File: config.mk
export PLATFORM = sky130hd
export DESIGN_NAME = pcm_bitstream_mod
export DESIGN_NICKNAME = d
export VERILOG_FILES = /design/src/rtl/dsm_pkg.sv /design/src/rtl/dsm_rst_sync.sv /design/src/rtl/dsm_sample_hold.sv /design/src/rtl/dsm_dither_gen.sv /design/src/rtl/dsm_loop.sv /design/src/rtl/pcm_bitstream_mod.sv
export SDC_FILE = /design/constraint.sdc
export NUM_CORES = 1
export LEC_CHECK = 0
export BUFFER_PORTS_ARGS = -buffer_cell sky130_fd_sc_hd__buf_4
export CORE_MARGIN = 3
export CORE_UTILIZATION = 45
export CTS_CLUSTER_DIAMETER = 100
export CTS_CLUSTER_SIZE = 12
export DETAILED_ROUTE_END_ITERATION = 10
export PLACE_DENSITY = 0.58
export SLEW_MARGIN = 10
export SYNTH_ARGS = -nofsm -noshare
export SYNTH_HDL_FRONTEND = slang
export SYNTH_HIERARCHICAL = 1
export SYNTH_SLANG_ARGS = --single-unit
File: constraint.sdc
create_clock -name clk -period 3 [get_ports clk]
set_input_delay 0.3 -clock clk [delete_from_list [all_inputs] [get_ports clk]]
set_output_delay 0.3 -clock clk [all_outputs]
set_load 0.05 [all_outputs]
File: src/rtl/dsm_pkg.sv
package dsm_pkg;

  localparam int                LFSR_W    = 16;
  localparam logic [LFSR_W-1:0] LFSR_SEED = 16'hACE1;

  // One step of the maximal-length register: shift left, feedback into bit 0.
  function automatic logic [LFSR_W-1:0] lfsr_step(input logic [LFSR_W-1:0] s);
    return {s[LFSR_W-2:0], s[15] ^ s[13] ^ s[12] ^ s[10]};
  endfunction

endpackage

File: src/rtl/dsm_rst_sync.sv
module dsm_rst_sync #(
  parameter int STAGES = 2
) (
  input  logic clk,
  input  logic rst_n,
  output logic srst_n
);

  logic [STAGES-1:0] chain_q;
  logic [STAGES-1:0] chain_d;

  always_comb chain_d = {chain_q[STAGES-2:0], 1'b1};

  always_ff @(posedge clk or negedge rst_n) begin
    if (!rst_n) chain_q <= '0;
    else        chain_q <= chain_d;
  end

  assign srst_n = chain_q[STAGES-1];

endmodule

File: src/rtl/dsm_sample_hold.sv
module dsm_sample_hold #(
  parameter int DATA_W = 16
) (
  input  logic                     clk,
  input  logic                     srst_n,
  input  logic                     sample_en,
  input  logic signed [DATA_W-1:0] sample_in,
  output logic signed [DATA_W-1:0] held
);

  logic signed [DATA_W-1:0] held_d;

  always_comb held_d = sample_en ? sample_in : held;

  always_ff @(posedge clk or negedge srst_n) begin
    if (!srst_n) held <= '0;
    else         held <= held_d;
  end

  // the held value moves only on a strobe, and then takes the port value
  p_hold_stable_r2: assert property (@(posedge clk) disable iff (!srst_n)
    !sample_en |=> $stable(held));
  p_hold_load_r2: assert property (@(posedge clk) disable iff (!srst_n)
    sample_en |=> held == $past(sample_in));

endmodule

File: src/rtl/dsm_dither_gen.sv
module dsm_dither_gen #(
  parameter int OUT_W     = 20,
  parameter int DITH_BITS = 4
) (
  input  logic                    clk,
  input  logic                    srst_n,
  input  logic                    dither_en,
  output logic signed [OUT_W-1:0] dith
);
  import dsm_pkg::*;

  logic [LFSR_W-1:0] lfsr_q;
  logic [LFSR_W-1:0] lfsr_d;

  always_comb lfsr_d = lfsr_step(lfsr_q);

  always_ff @(posedge clk or negedge srst_n) begin
    if (!srst_n) lfsr_q <= LFSR_SEED;
    else         lfsr_q <= lfsr_d;
  end

  always_comb begin
    if (dither_en)
      dith = {{(OUT_W-DITH_BITS){lfsr_q[DITH_BITS-1]}}, lfsr_q[DITH_BITS-1:0]};
    else
      dith = '0;
  end

  // the register never locks up at zero and advances on every active cycle
  p_lfsr_nonzero_r6: assert property (@(posedge clk) disable iff (!srst_n)
    lfsr_q != '0);
  p_lfsr_moves_r6: assert property (@(posedge clk) disable iff (!srst_n)
    1'b1 |=> lfsr_q != $past(lfsr_q));

endmodule

File: src/rtl/dsm_loop.sv
module dsm_loop #(
  parameter int DATA_W = 16,
  parameter int ORDER  = 2,
  parameter int INT_W  = DATA_W + 4
) (
  input  logic                     clk,
  input  logic                     srst_n,
  input  logic signed [DATA_W-1:0] x,
  input  logic signed [INT_W-1:0]  dith,
  output logic                     bit_q
);

  localparam int     SUM_W   = INT_W + 1;
  localparam longint FS_L    = longint'(1) <<< (DATA_W - 1);
  localparam longint SPAN1_L = longint'(1) <<< (DATA_W + 1);
  localparam longint SPAN2_L = longint'(1) <<< (DATA_W + 2);

  localparam logic signed [SUM_W-1:0] FS    = SUM_W'(FS_L);
  localparam logic signed [SUM_W-1:0] I1_HI = SUM_W'(SPAN1_L - 1);
  localparam logic signed [SUM_W-1:0] I1_LO = SUM_W'(-SPAN1_L);
  localparam logic signed [SUM_W-1:0] I2_HI = SUM_W'(SPAN2_L - 1);
  localparam logic signed [SUM_W-1:0] I2_LO = SUM_W'(-SPAN2_L);
  // margins inside which a single step cannot reach the clamp
  localparam logic signed [SUM_W-1:0] M1_HI = SUM_W'(SPAN1_L - 3 * FS_L);
  localparam logic signed [SUM_W-1:0] M1_LO = SUM_W'(-SPAN1_L + 3 * FS_L);
  localparam logic signed [SUM_W-1:0] M2_HI = SUM_W'(SPAN2_L - 6 * FS_L);
  localparam logic signed [SUM_W-1:0] M2_LO = SUM_W'(-SPAN2_L + 6 * FS_L);

  function automatic logic signed [INT_W-1:0] clip(
    input logic signed [SUM_W-1:0] v,
    input logic signed [SUM_W-1:0] lo,
    input logic signed [SUM_W-1:0] hi
  );
    if (v > hi)      return INT_W'(hi);
    else if (v < lo) return INT_W'(lo);
    else             return INT_W'(v);
  endfunction

  logic signed [SUM_W-1:0] x_ext;
  logic signed [SUM_W-1:0] fb;
  logic signed [SUM_W-1:0] i1_sum;
  logic signed [INT_W-1:0] i1_q;
  logic signed [INT_W-1:0] i1_d;
  logic signed [INT_W-1:0] last_d;
  logic signed [SUM_W-1:0] decide;
  logic                    bit_d;

  // first integrator and feedback
  always_comb begin
    x_ext  = SUM_W'(x);
    fb     = bit_q ? FS : -FS;
    i1_sum = SUM_W'(i1_q) + x_ext - fb;
    i1_d   = clip(i1_sum, I1_LO, I1_HI);
  end

  always_ff @(posedge clk or negedge srst_n) begin
    if (!srst_n) i1_q <= '0;
    else         i1_q <= i1_d;
  end

  generate
    if (ORDER >= 2) begin : g_second
      logic signed [SUM_W-1:0] i2_sum;
      logic signed [INT_W-1:0] i2_q;
      logic signed [INT_W-1:0] i2_d;

      always_comb begin
        i2_sum = SUM_W'(i2_q) + SUM_W'(i1_d) - fb;
        i2_d   = clip(i2_sum, I2_LO, I2_HI);
      end

      always_ff @(posedge clk or negedge srst_n) begin
        if (!srst_n) i2_q <= '0;
        else         i2_q <= i2_d;
      end

      assign last_d = i2_d;

      // second integrator stays inside its saturation window
      p_i2_bound_r5: assert property (@(posedge clk) disable iff (!srst_n)
        SUM_W'(i2_q) <= I2_HI && SUM_W'(i2_q) >= I2_LO);
      // away from the clamp the second stage accumulates i1 minus feedback
      p_i2_step_r4: assert property (@(posedge clk) disable iff (!srst_n)
        (SUM_W'(i2_q) < M2_HI && SUM_W'(i2_q) > M2_LO)
        |=> SUM_W'(i2_q) == SUM_W'($past(i2_q)) + SUM_W'(i1_q) - $past(fb));
    end else begin : g_first
      assign last_d = i1_d;
    end
  endgenerate

  // one-bit quantiser with dither in front of the decision
  always_comb begin
    decide = SUM_W'(last_d) + SUM_W'(dith);
    bit_d  = !decide[SUM_W-1];
  end

  always_ff @(posedge clk or negedge srst_n) begin
    if (!srst_n) bit_q <= 1'b0;
    else         bit_q <= bit_d;
  end

  // first integrator stays inside its saturation window
  p_i1_bound_r5: assert property (@(posedge clk) disable iff (!srst_n)
    SUM_W'(i1_q) <= I1_HI && SUM_W'(i1_q) >= I1_LO);
  // away from the clamp the first stage adds sample minus feedback
  p_i1_step_r3: assert property (@(posedge clk) disable iff (!srst_n)
    (SUM_W'(i1_q) < M1_HI && SUM_W'(i1_q) > M1_LO)
    |=> SUM_W'(i1_q) == SUM_W'($past(i1_q)) + $past(x_ext) - $past(fb));

endmodule

File: src/rtl/pcm_bitstream_mod.sv
module pcm_bitstream_mod #(
  parameter int DATA_W    = 16,
  parameter int ORDER     = 2,
  parameter int DITH_BITS = 4
) (
  input  logic                     clk,
  input  logic                     rst_n,
  input  logic                     sample_en,
  input  logic signed [DATA_W-1:0] sample_in,
  input  logic                     dither_en,
  output logic                     bit_out
);

  localparam int INT_W = DATA_W + 4;

  logic                     srst_n;
  logic signed [DATA_W-1:0] held;
  logic signed [INT_W-1:0]  dith;

  dsm_rst_sync #(.STAGES(2)) u_rst (
    .clk    (clk),
    .rst_n  (rst_n),
    .srst_n (srst_n)
  );

  dsm_sample_hold #(.DATA_W(DATA_W)) u_hold (
    .clk       (clk),
    .srst_n    (srst_n),
    .sample_en (sample_en),
    .sample_in (sample_in),
    .held      (held)
  );

  dsm_dither_gen #(.OUT_W(INT_W), .DITH_BITS(DITH_BITS)) u_dith (
    .clk       (clk),
    .srst_n    (srst_n),
    .dither_en (dither_en),
    .dith      (dith)
  );

  dsm_loop #(.DATA_W(DATA_W), .ORDER(ORDER), .INT_W(INT_W)) u_loop (
    .clk    (clk),
    .srst_n (srst_n),
    .x      (held),
    .dith   (dith),
    .bit_q  (bit_out)
  );

  // pin is held low while the synchronised reset is active
  p_out_low_in_reset_r1: assert property (@(posedge clk)
    !srst_n |-> !bit_out);
  // with dither off the quantiser offset is zero
  p_no_dither_when_off_r7: assert property (@(posedge clk) disable iff (!srst_n)
    !dither_en |-> dith == '0);

endmodule

# After elaboration in Yosys (flattened, before gate mapping)

Cells that the tools add are included.

Register bits after elaboration: 75
Output and inout port bits: 1
Word-level logic and storage cells: 25

$add $sub $neg: 5
Order comparisons: 4
Mux-type cells: 6
Bitwise gates (word level): 3
Reductions and logical operators: 1

Operators with widths:

| operator               | number |
|---|---|
| $mux W20               | 5 |
| $add A20 B20 Y21       | 2 |
| $sub A21 B21 Y21       | 2 |
| $add A20 B16 Y21       | 1 |
| $gt A21 B18 Y1 const B | 1 |
| $gt A21 B19 Y1 const B | 1 |
| $lt A21 B18 Y1 const B | 1 |
| $lt A21 B19 Y1 const B | 1 |
| $mux W21               | 1 |
| $xor A1 B1 Y1          | 3 |
| $logic_not A1 Y1       | 1 |

# Depth between registers and ports, before layout

Gate-level depths: netlist (run 1).

Depth in word-level cells: 12
Depth in mapped cells: 45
Gate-level depth less buffers: 42

# Cells and area by module

The synthesis (run 1) kept the hierarchy.

Modules (own cells, without submodules):

| module          | times used | cells an instance | area each (um^2) |
|---|---|---|---|
| dsm_loop        | 1          | 577               | 4715.8 |
| dsm_sample_hold | 1          | 34                | 649.4 |
| dsm_dither_gen  | 1          | 39                | 581.8 |
| dsm_rst_sync    | 1          | 3                 | 53.8 |

# Least setup slack after synthesis (run 1)

OpenSTA, ideal clock, no wires.

Kind: register to register
Start: register u_loop.bit_q
End: register u_loop.bit_q
Setup time: 0.128 ns
Arrival time: 8.723 ns
Data required time: 2.872 ns
Slack: -5.850 ns
Cell stages (with the launch flop): 43
Path buffers: 3
Period minus slack after synthesis: 8.850 ns
Path through: dfrtp_1 inv_1 fa_1 inv_1 ha_1 a21o_1 a21oi_1 nand3b_1 o211ai_1 and3_1 or2_2 clkbuf_1 clkbuf_1 a21oi_1 ha_1 inv_1 ha_1 nor2b_1 [... 7 more ...] o31ai_1 xnor2_1 a21oi_2 buf_2 o21ai_0 ha_1 a21o_1 a21oi_1 nor2b_1 o21ai_0 nand2b_1 a21oi_1 nor2b_1 o21ai_0 nand2b_1 a2111oi_0 o41ai_2 mux2_1

Longest elaborated chain between the ends: 12
Elaborated cells between the ends (all ways): 14
Classes of those cells: add/sub: 4; order compare: 4; mux: 5; reduce/logical: 1

Ends and longest elaborated chain:

| what                        | RTL line       | RTL |
|---|---|---|
| from (decl)                 | dsm_loop.sv:10 | `output logic bit_q` |
| from (signal assigned)      | dsm_loop.sv:99 | `else bit_q <= bit_d;` |
| $mux W21 *                  | dsm_loop.sv:51 | `fb = bit_q ? FS : -FS;` |
| $sub A21 B21 Y21            | dsm_loop.sv:52 | `i1_sum = SUM_W'(i1_q) + x_ext - fb;` |
| $lt A21 B18 Y1              | dsm_loop.sv:35 | `else if (v < lo) return INT_W'(lo);` |
| $mux W20                    | dsm_loop.sv:35 |  |
| $mux W20                    | dsm_loop.sv:34 | `if (v > hi) return INT_W'(hi);` |
| $add A20 B20 Y21            | dsm_loop.sv:68 | `i2_sum = SUM_W'(i2_q) + SUM_W'(i1_d) - fb;` |
| $sub A21 B21 Y21 *          | dsm_loop.sv:68 |  |
| $lt A21 B19 Y1              | dsm_loop.sv:35 |  |
| $mux W20                    | dsm_loop.sv:35 |  |
| $mux W20 *                  | dsm_loop.sv:34 |  |
| net u_loop.g_second.i2_d[5] | dsm_loop.sv:65 | `logic signed [INT_W-1:0] i2_d;` |
| $add A20 B20 Y21 *          | dsm_loop.sv:93 | `decide = SUM_W'(last_d) + SUM_W'(dith);` |
| $logic_not A1 Y1 *          | dsm_loop.sv:94 | `bit_d = !decide[SUM_W-1];` |
| net u_loop.bit_d            | dsm_loop.sv:46 | `logic bit_d;` |

The timed path passes the listed nets; every way through them passes the cells marked *.
A chain may end at the register's enable or synchronous reset.

# Worst setup path after layout (run 1)

Start: register u_hold.held[8]
End: register u_loop.i1_q[8]

Longest elaborated chain between the ends: 5
Elaborated cells between the ends (all ways): 6
Classes of those cells: add/sub: 2; order compare: 2; mux: 2

Ends and longest elaborated chain:

| what                   | RTL line              | RTL |
|---|---|---|
| from (decl)            | dsm_sample_hold.sv:8  | `output logic signed [DATA_W-1:0] held` |
| from (signal assigned) | dsm_sample_hold.sv:17 | `else held <= held_d;` |
| $add A20 B16 Y21 *     | dsm_loop.sv:52        |  |
| $sub A21 B21 Y21 *     | dsm_loop.sv:52        |  |
| $lt A21 B18 Y1         | dsm_loop.sv:35        |  |
| $mux W20               | dsm_loop.sv:35        |  |
| $mux W20 *             | dsm_loop.sv:34        |  |
| net u_loop.i1_d[8]     | dsm_loop.sv:43        | `logic signed [INT_W-1:0] i1_d;` |
| to (signal assigned)   | dsm_loop.sv:58        | `else i1_q <= i1_d;` |
| to (decl)              | dsm_loop.sv:42        | `logic signed [INT_W-1:0] i1_q;` |

Marks and branches as above.

==> flow_summary.toml, run 1 <==
[setup_path]
r2r-end = "u_loop/i1_q[8]$_DFF_PN0_"
cp_common_cell = "buf_4"
crit_arrival_ps = 8260
path_class = "register to register"
reg2reg_slack_ps = -4960
cpPeakStageDelay_ps = 370
critPathSlowestCell = "a2111o_1"
rr_startpoint = "u_hold/held[8]$_DFFE_PN0P_"
r2r_cells = 54
crit_fanout = 5
start_kind = "register"
worstPathRequired_ps = 3300
end_kind = "register"

[sta]
skew_ps = 7.75
hold_viol = 0
slew_violations = 0
setup_violations = 38
worst_pin_slew_ps = 610
fin_ws_ps = -4960
max_slew_margin = 0.593
setup_tns_ps = -79570
fin_crit_ps = 7960
rsz0062_at_grt = "true"
timing.fmax_mhz = 126
period_share = 2.65

[placement]
place.port_buffers = 20
gp_congestion = 0.919
post-dp-hpwl_mm = 11.2

[floorplan]
die_h_um = 121
dieWidth_um = 121
start_util = 0.468
rows = 41
core_um2 = 12800
design.die.area_um2 = 14800
io_pins = 21

[synth]
synth.avg_cell_area_um2 = 9.19
synth_top_area_frac = 0.279
synth_seq_area_share = 0.314
synthesis.area_um2 = 6000
async_flop_share = 1.00
ys_ff_latch = 75
ys.flop_type = "dfrtp_1"
synth_area_leaders = "dfrtp_1 (28%), ha_1 (18%), inv_1 (8.1%)"
synth-edff-count = 0
syn-num-nets = 769
synth_cell_types = 68
yosysTopAreaCell = "dfrtp_1"
ys.warnings.count = 6
netlist_instances = 653

[hold_path]
hold_path_end = "u_hold/held[2]$_DFFE_PN0P_"
holdPathStages = 2
hold_start = "sample_in[2]"
min_path_type = "input port to register"

[global_route]
antenna_found_initial = 0
grt_pass1_vias = 5899
grt_overflow = 0
grtUsageTotal = 0.252
grt_max_degree = 51
grt_pass1_wl_mm = 29.0

[clock_tree]
htree_levels = 3
cts.clk_slew.worst_paths_ps = 60
clk_path_buf_depth = 2
cts.sinks = 75
root_buffer = "clkbuf_16"
cts_buffers = 9
cts_tree = "done"
clock_latency_ps = 350

[route]
drtIter0Drc = 459
drt_wl_total_mm = 19.5
ant_nets = 0
wl_per_cell_um = 17.6
vias_per_cell = 5.23
drc_errors = 0
first_pass_iters = 5
vias = 5797

[status]
outcome = "complete, but fails checks"
violations = "setup timing"

[layout]
fillers = 843
area_delta_synth_final_pct = 60.3
n_antenna_cell = 0
drive_above_1_share = 0.493
final_net_count = 1047
multiInputGateArea_um2 = 4300
regArea_um2 = 1890

[run]
drv_cap = 0
[state kept, by name, indices dropped and copies added, names as in the netlist]
| signal | count |
|---|---|
| u_rst/chain_q | 2 |
| u_hold/held | 16 |
| u_loop/bit_q | 1 |
| u_loop/i1_q | 20 |
| u_loop/g_second.i2_q | 20 |
| u_dith/lfsr_q | 16 |
[logic make-up (layout without fill, tap and decap cells)]
group | count (synthesis) | after routing | share of synthesized area
buf+inv | 153 | 433 | 0.110
compound gates | 149 | 150 | 0.161
simple gates | 120 | 122 | 0.102
fa+ha+maj | 96 | 96 | 0.210
flops | 75 | 75 | 0.314
xor+xnor | 39 | 39 | 0.0582
mux | 20 | 20 | 0.0440
other cells | 1 | 1 | 0.000625
[timing repair]
item                                    in CTS  in global routing
endpoints found under the hold margin        2                  0
pin swaps                                   38                 43
buffers inserted                            75                 38
gates cloned                                 3                  0
endpoints found under the setup margin      38                 39
hold buffers                                 1                  0
resized for setup                          122                 79
[Yosys cell counts, types with 2 or more instances]
library cell  count
nor2_1           19
clkbuf_1          4
nand3_1          12
nor3_1           12
dfstp_2           8
or2_2             3
a31o_2            2
a21oi_1          53
a21o_1           14
or3_1             2
buf_4            16
mux2i_1           2
o31ai_1           3
o21a_1            3
a31oi_1           4
o21ai_0          41
o21bai_1          3
ha_1             88
and2_1            7
dfrtp_1          67
a21boi_0          2
fa_1              8
xnor2_1          20
xor2_1           18
and3_1            2
nor2b_1           8
nand2b_1         11
nor4_1            2
inv_1           129
nand2_1          29
mux2_2            6
mux2_4           11
nand4_1           9
[critical path: cells and delay by family, from the launching register on]
family          cells  cell delay [ps]
compound gates      5             1250
flops               1              340
simple gates        4              770
fa+ha+maj           2              550
buf+inv            43             4960
[final cells by class]
cell class	count	share of cell area
sequential	75	0.196
tap	172	0.0224
multi-input combinational	428	0.447
clock inverter	5	0.00885
inverter	130	0.0515
timing repair buffer	287	0.247
clock buffer	11	0.0263
[layout by cell type, fill, tap and decap left out, types with 16 or more instances in the layout]
cell type,n
o21ai_0,17
nand2_1,22
buf_4,233
inv_2,19
nor2_1,17
xnor2_1,18
inv_1,108
dfrtp_1,65
a21oi_1,26
ha_1,72
xor2_1,16
buf_6,50
[how the worst max path moves through the flow]
| stage | start | cells after the start | end | slack, ps |
|---|---|---|---|---|
| global route | u_hold/held[9]$_DFFE_PN0P_ | 41 | u_loop/bit_q$_DFF_PN0_ | -5280 |
| CTS | u_hold/held[8]$_DFFE_PN0P_ | 43 | u_loop/bit_q$_DFF_PN0_ | -4630 |
| floorplan | u_loop/bit_q$_DFF_PN0_ | 43 | u_loop/bit_q$_DFF_PN0_ | -4520 |
| finish | u_hold/held[8]$_DFFE_PN0P_ | 54 | u_loop/i1_q[8]$_DFF_PN0_ | -4960 |
| global placement | u_hold/held[7]$_DFFE_PN0P_ | 41 | u_loop/bit_q$_DFF_PN0_ | -4780 |
| detailed placement | u_hold/held[7]$_DFFE_PN0P_ | 41 | u_loop/bit_q$_DFF_PN0_ | -4930 |
[stage by stage]
step / instance area [um2] / cells / utilization / hold WS, ps / setup WS [ps]
after global placement: 7630 / 986 / 0.595 / 84.1 / -4780
after detailed placement: 7630 / 986 / 0.595 / 86.7 / -4930
after global routing: 9620 / 1108 / 0.750 / 173 / -5280
after CTS: 9070 / 1079 / 0.707 / 169 / -4630
after floorplan: 6220 / 653 / - / 4.41 / -4520
final: 9620 / 1108 / 0.750 / 178 / -4960
[layer usage]
| metal | track usage | wire (um) | up-vias |
|---|---|---|---|
| met5 | 0 | 0 | - |
| met4 | 0.107 | 833 | 0 |
| met3 | 0.0471 | 635 | 63 |
| met1 | 0.295 | 7930 | 2831 |
| li1 | - | - | 2747 |
| met2 | 0.449 | 10100 | 156 |
Power of run 1 is not shown: default switching activity piles up to over one toggle a cycle in this logic, so the estimate is an artifact.
==> run 2: changes to the inputs <==
==> constraint.sdc (replaced) <==
create_clock -name clk -period 3 [get_ports clk]
set_input_delay 0.3 -clock clk [delete_from_list [all_inputs] [get_ports clk]]
set_output_delay 0.3 -clock clk [all_outputs]
set_load 0.1 [all_outputs]
==> flow_summary.toml, run 2 (same netlist as run 1, synthesis figures left out) <==
[status]
outcome = "complete, but fails checks"
violations = "setup timing"

[floorplan]
core_um2 = 12800
io_pins = 21
die_h_um = 121
start_util = 0.468
design.die.area_um2 = 14800
dieWidth_um = 121
rows = 41

[hold_path]
hold_path_end = "u_hold/held[1]$_DFFE_PN0P_"
min_path_type = "input port to register"
hold_start = "sample_in[1]"
holdPathStages = 2

[placement]
place.port_buffers = 20
gp_congestion = 0.917
dp_cells = 983
post-dp-hpwl_mm = 11.5

[layout]
fin_util = 0.707
drive_above_1_share = 0.465
fillers = 939
mostFrequentLayoutCells = "buf_4 (198), inv_1 (108), dfrtp_1 (65)"
fin_cells = 1049
reg.largest.list = "u_loop/g_second.i2_q (20), u_loop/i1_q (20)"
final_net_count = 988
layout_commonest_cell = "buf_4"
area_delta_synth_final_pct = 51.0
n_antenna_cell = 0

[global_route]
grtUsageTotal = 0.224
grt_pass1_vias = 5589
grt_max_degree = 34
grt_pass1_wl_mm = 26.0
grt_overflow = 0
antenna_found_initial = 0

[clock_tree]
cts_buffers = 9
cts_tree = "done"
root_buffer = "clkbuf_16"
clk_path_buf_depth = 2
clock_latency_ps = 350
cts.clk_slew.worst_paths_ps = 60
cts.sinks = 75
htree_levels = 3

[sta]
timing.fmax_mhz = 129
fin_ws_ps = -4740
max_slew_margin = 0.645
period_share = 2.58
hold_viol = 0
worst_pin_slew_ps = 533
fin_crit_ps = 7740
setup_tns_ps = -68360
rsz0062_at_grt = "true"
setup_violations = 37
skew_ps = 9.14
slew_violations = 0

[setup_path]
crit_arrival_ps = 7980
reg2reg_slack_ps = -4740
cpPeakStageDelay_ps = 370
rr_startpoint = "u_loop/i1_q[6]$_DFF_PN0_"
r2r_cells = 41
path_class = "register to register"
end_kind = "register"
critPathSlowestCell = "a221o_1"
crit_fanout = 7
r2r-end = "u_loop/bit_q$_DFF_PN0_"
worstPathRequired_ps = 3230
start_kind = "register"

[route]
drtIter0Drc = 323
vias = 5346
drt_wl_total_mm = 16.4
wl_per_cell_um = 15.6
first_pass_iters = 4
vias_per_cell = 5.10
ant_nets = 0
drc_errors = 0

[run]
drv_cap = 0
## run 2: routing by layer
layer | GRT usage | vias up | part of all wire
met2 | 0.396 | 102 | 0.51
met5 | 0 | - | 0
met1 | 0.269 | 2582 | 0.43
li1 | - | 2629 | -
met4 | 0.0833 | 0 | 0.023
met3 | 0.0448 | 33 | 0.032
## run 2: cell type report
type | count | area (um2) | share of cell area
timing repair buffer | 230 | 1850 | 0.204
multi-input combinational | 426 | 4300 | 0.475
sequential | 75 | 1890 | 0.209
tap | 172 | 215 | 0.0238
inverter | 130 | 493 | 0.0544
clock inverter | 6 | 72.6 | 0.00801
clock buffer | 10 | 239 | 0.0264
## run 2: worst max-delay path: cells and delay by family (launching register included)
kind / cells / cell delay, ps
buf+inv: 9 / 960
fa+ha+maj: 5 / 1280
flops: 1 / 330
simple gates: 7 / 1030
mux: 2 / 590
compound gates: 18 / 3410
## run 2: worst max-delay path by stage
stage	startpoint	end	cells after the start
3_3_place_gp	u_hold/held[6]$_DFFE_PN0P_	u_loop/bit_q$_DFF_PN0_	39
5_1_grt	u_hold/held[12]$_DFFE_PN0P_	u_loop/bit_q$_DFF_PN0_	42
4_1_cts	u_hold/held[8]$_DFFE_PN0P_	u_loop/bit_q$_DFF_PN0_	42
2_1_floorplan	u_loop/bit_q$_DFF_PN0_	u_loop/bit_q$_DFF_PN0_	41
3_5_place_dp	u_hold/held[6]$_DFFE_PN0P_	u_loop/bit_q$_DFF_PN0_	40
6_report	u_loop/i1_q[6]$_DFF_PN0_	u_loop/bit_q$_DFF_PN0_	41
## run 2: repair_timing
item                                    CTS  global route
endpoints found under the setup margin   38            39
pin swaps                                44            47
hold buffers                              1             0
hold endpoints to repair                  2             0
resized for setup                        98            84
cloned                                    0             1
setup buffers                            32            24
## run 2: metrics by stage
stage	hold slack [ps]	cell area (um2)	worst slack [ps]
after floorplan	4.41	6190	-4660
after global placement	84.2	7560	-4770
after detailed placement	84.4	7560	-4950
after CTS	171	8540	-4770
after global routing	180	9060	-5130
final	181	9060	-4740
Power of run 2 is left out for the same reason.
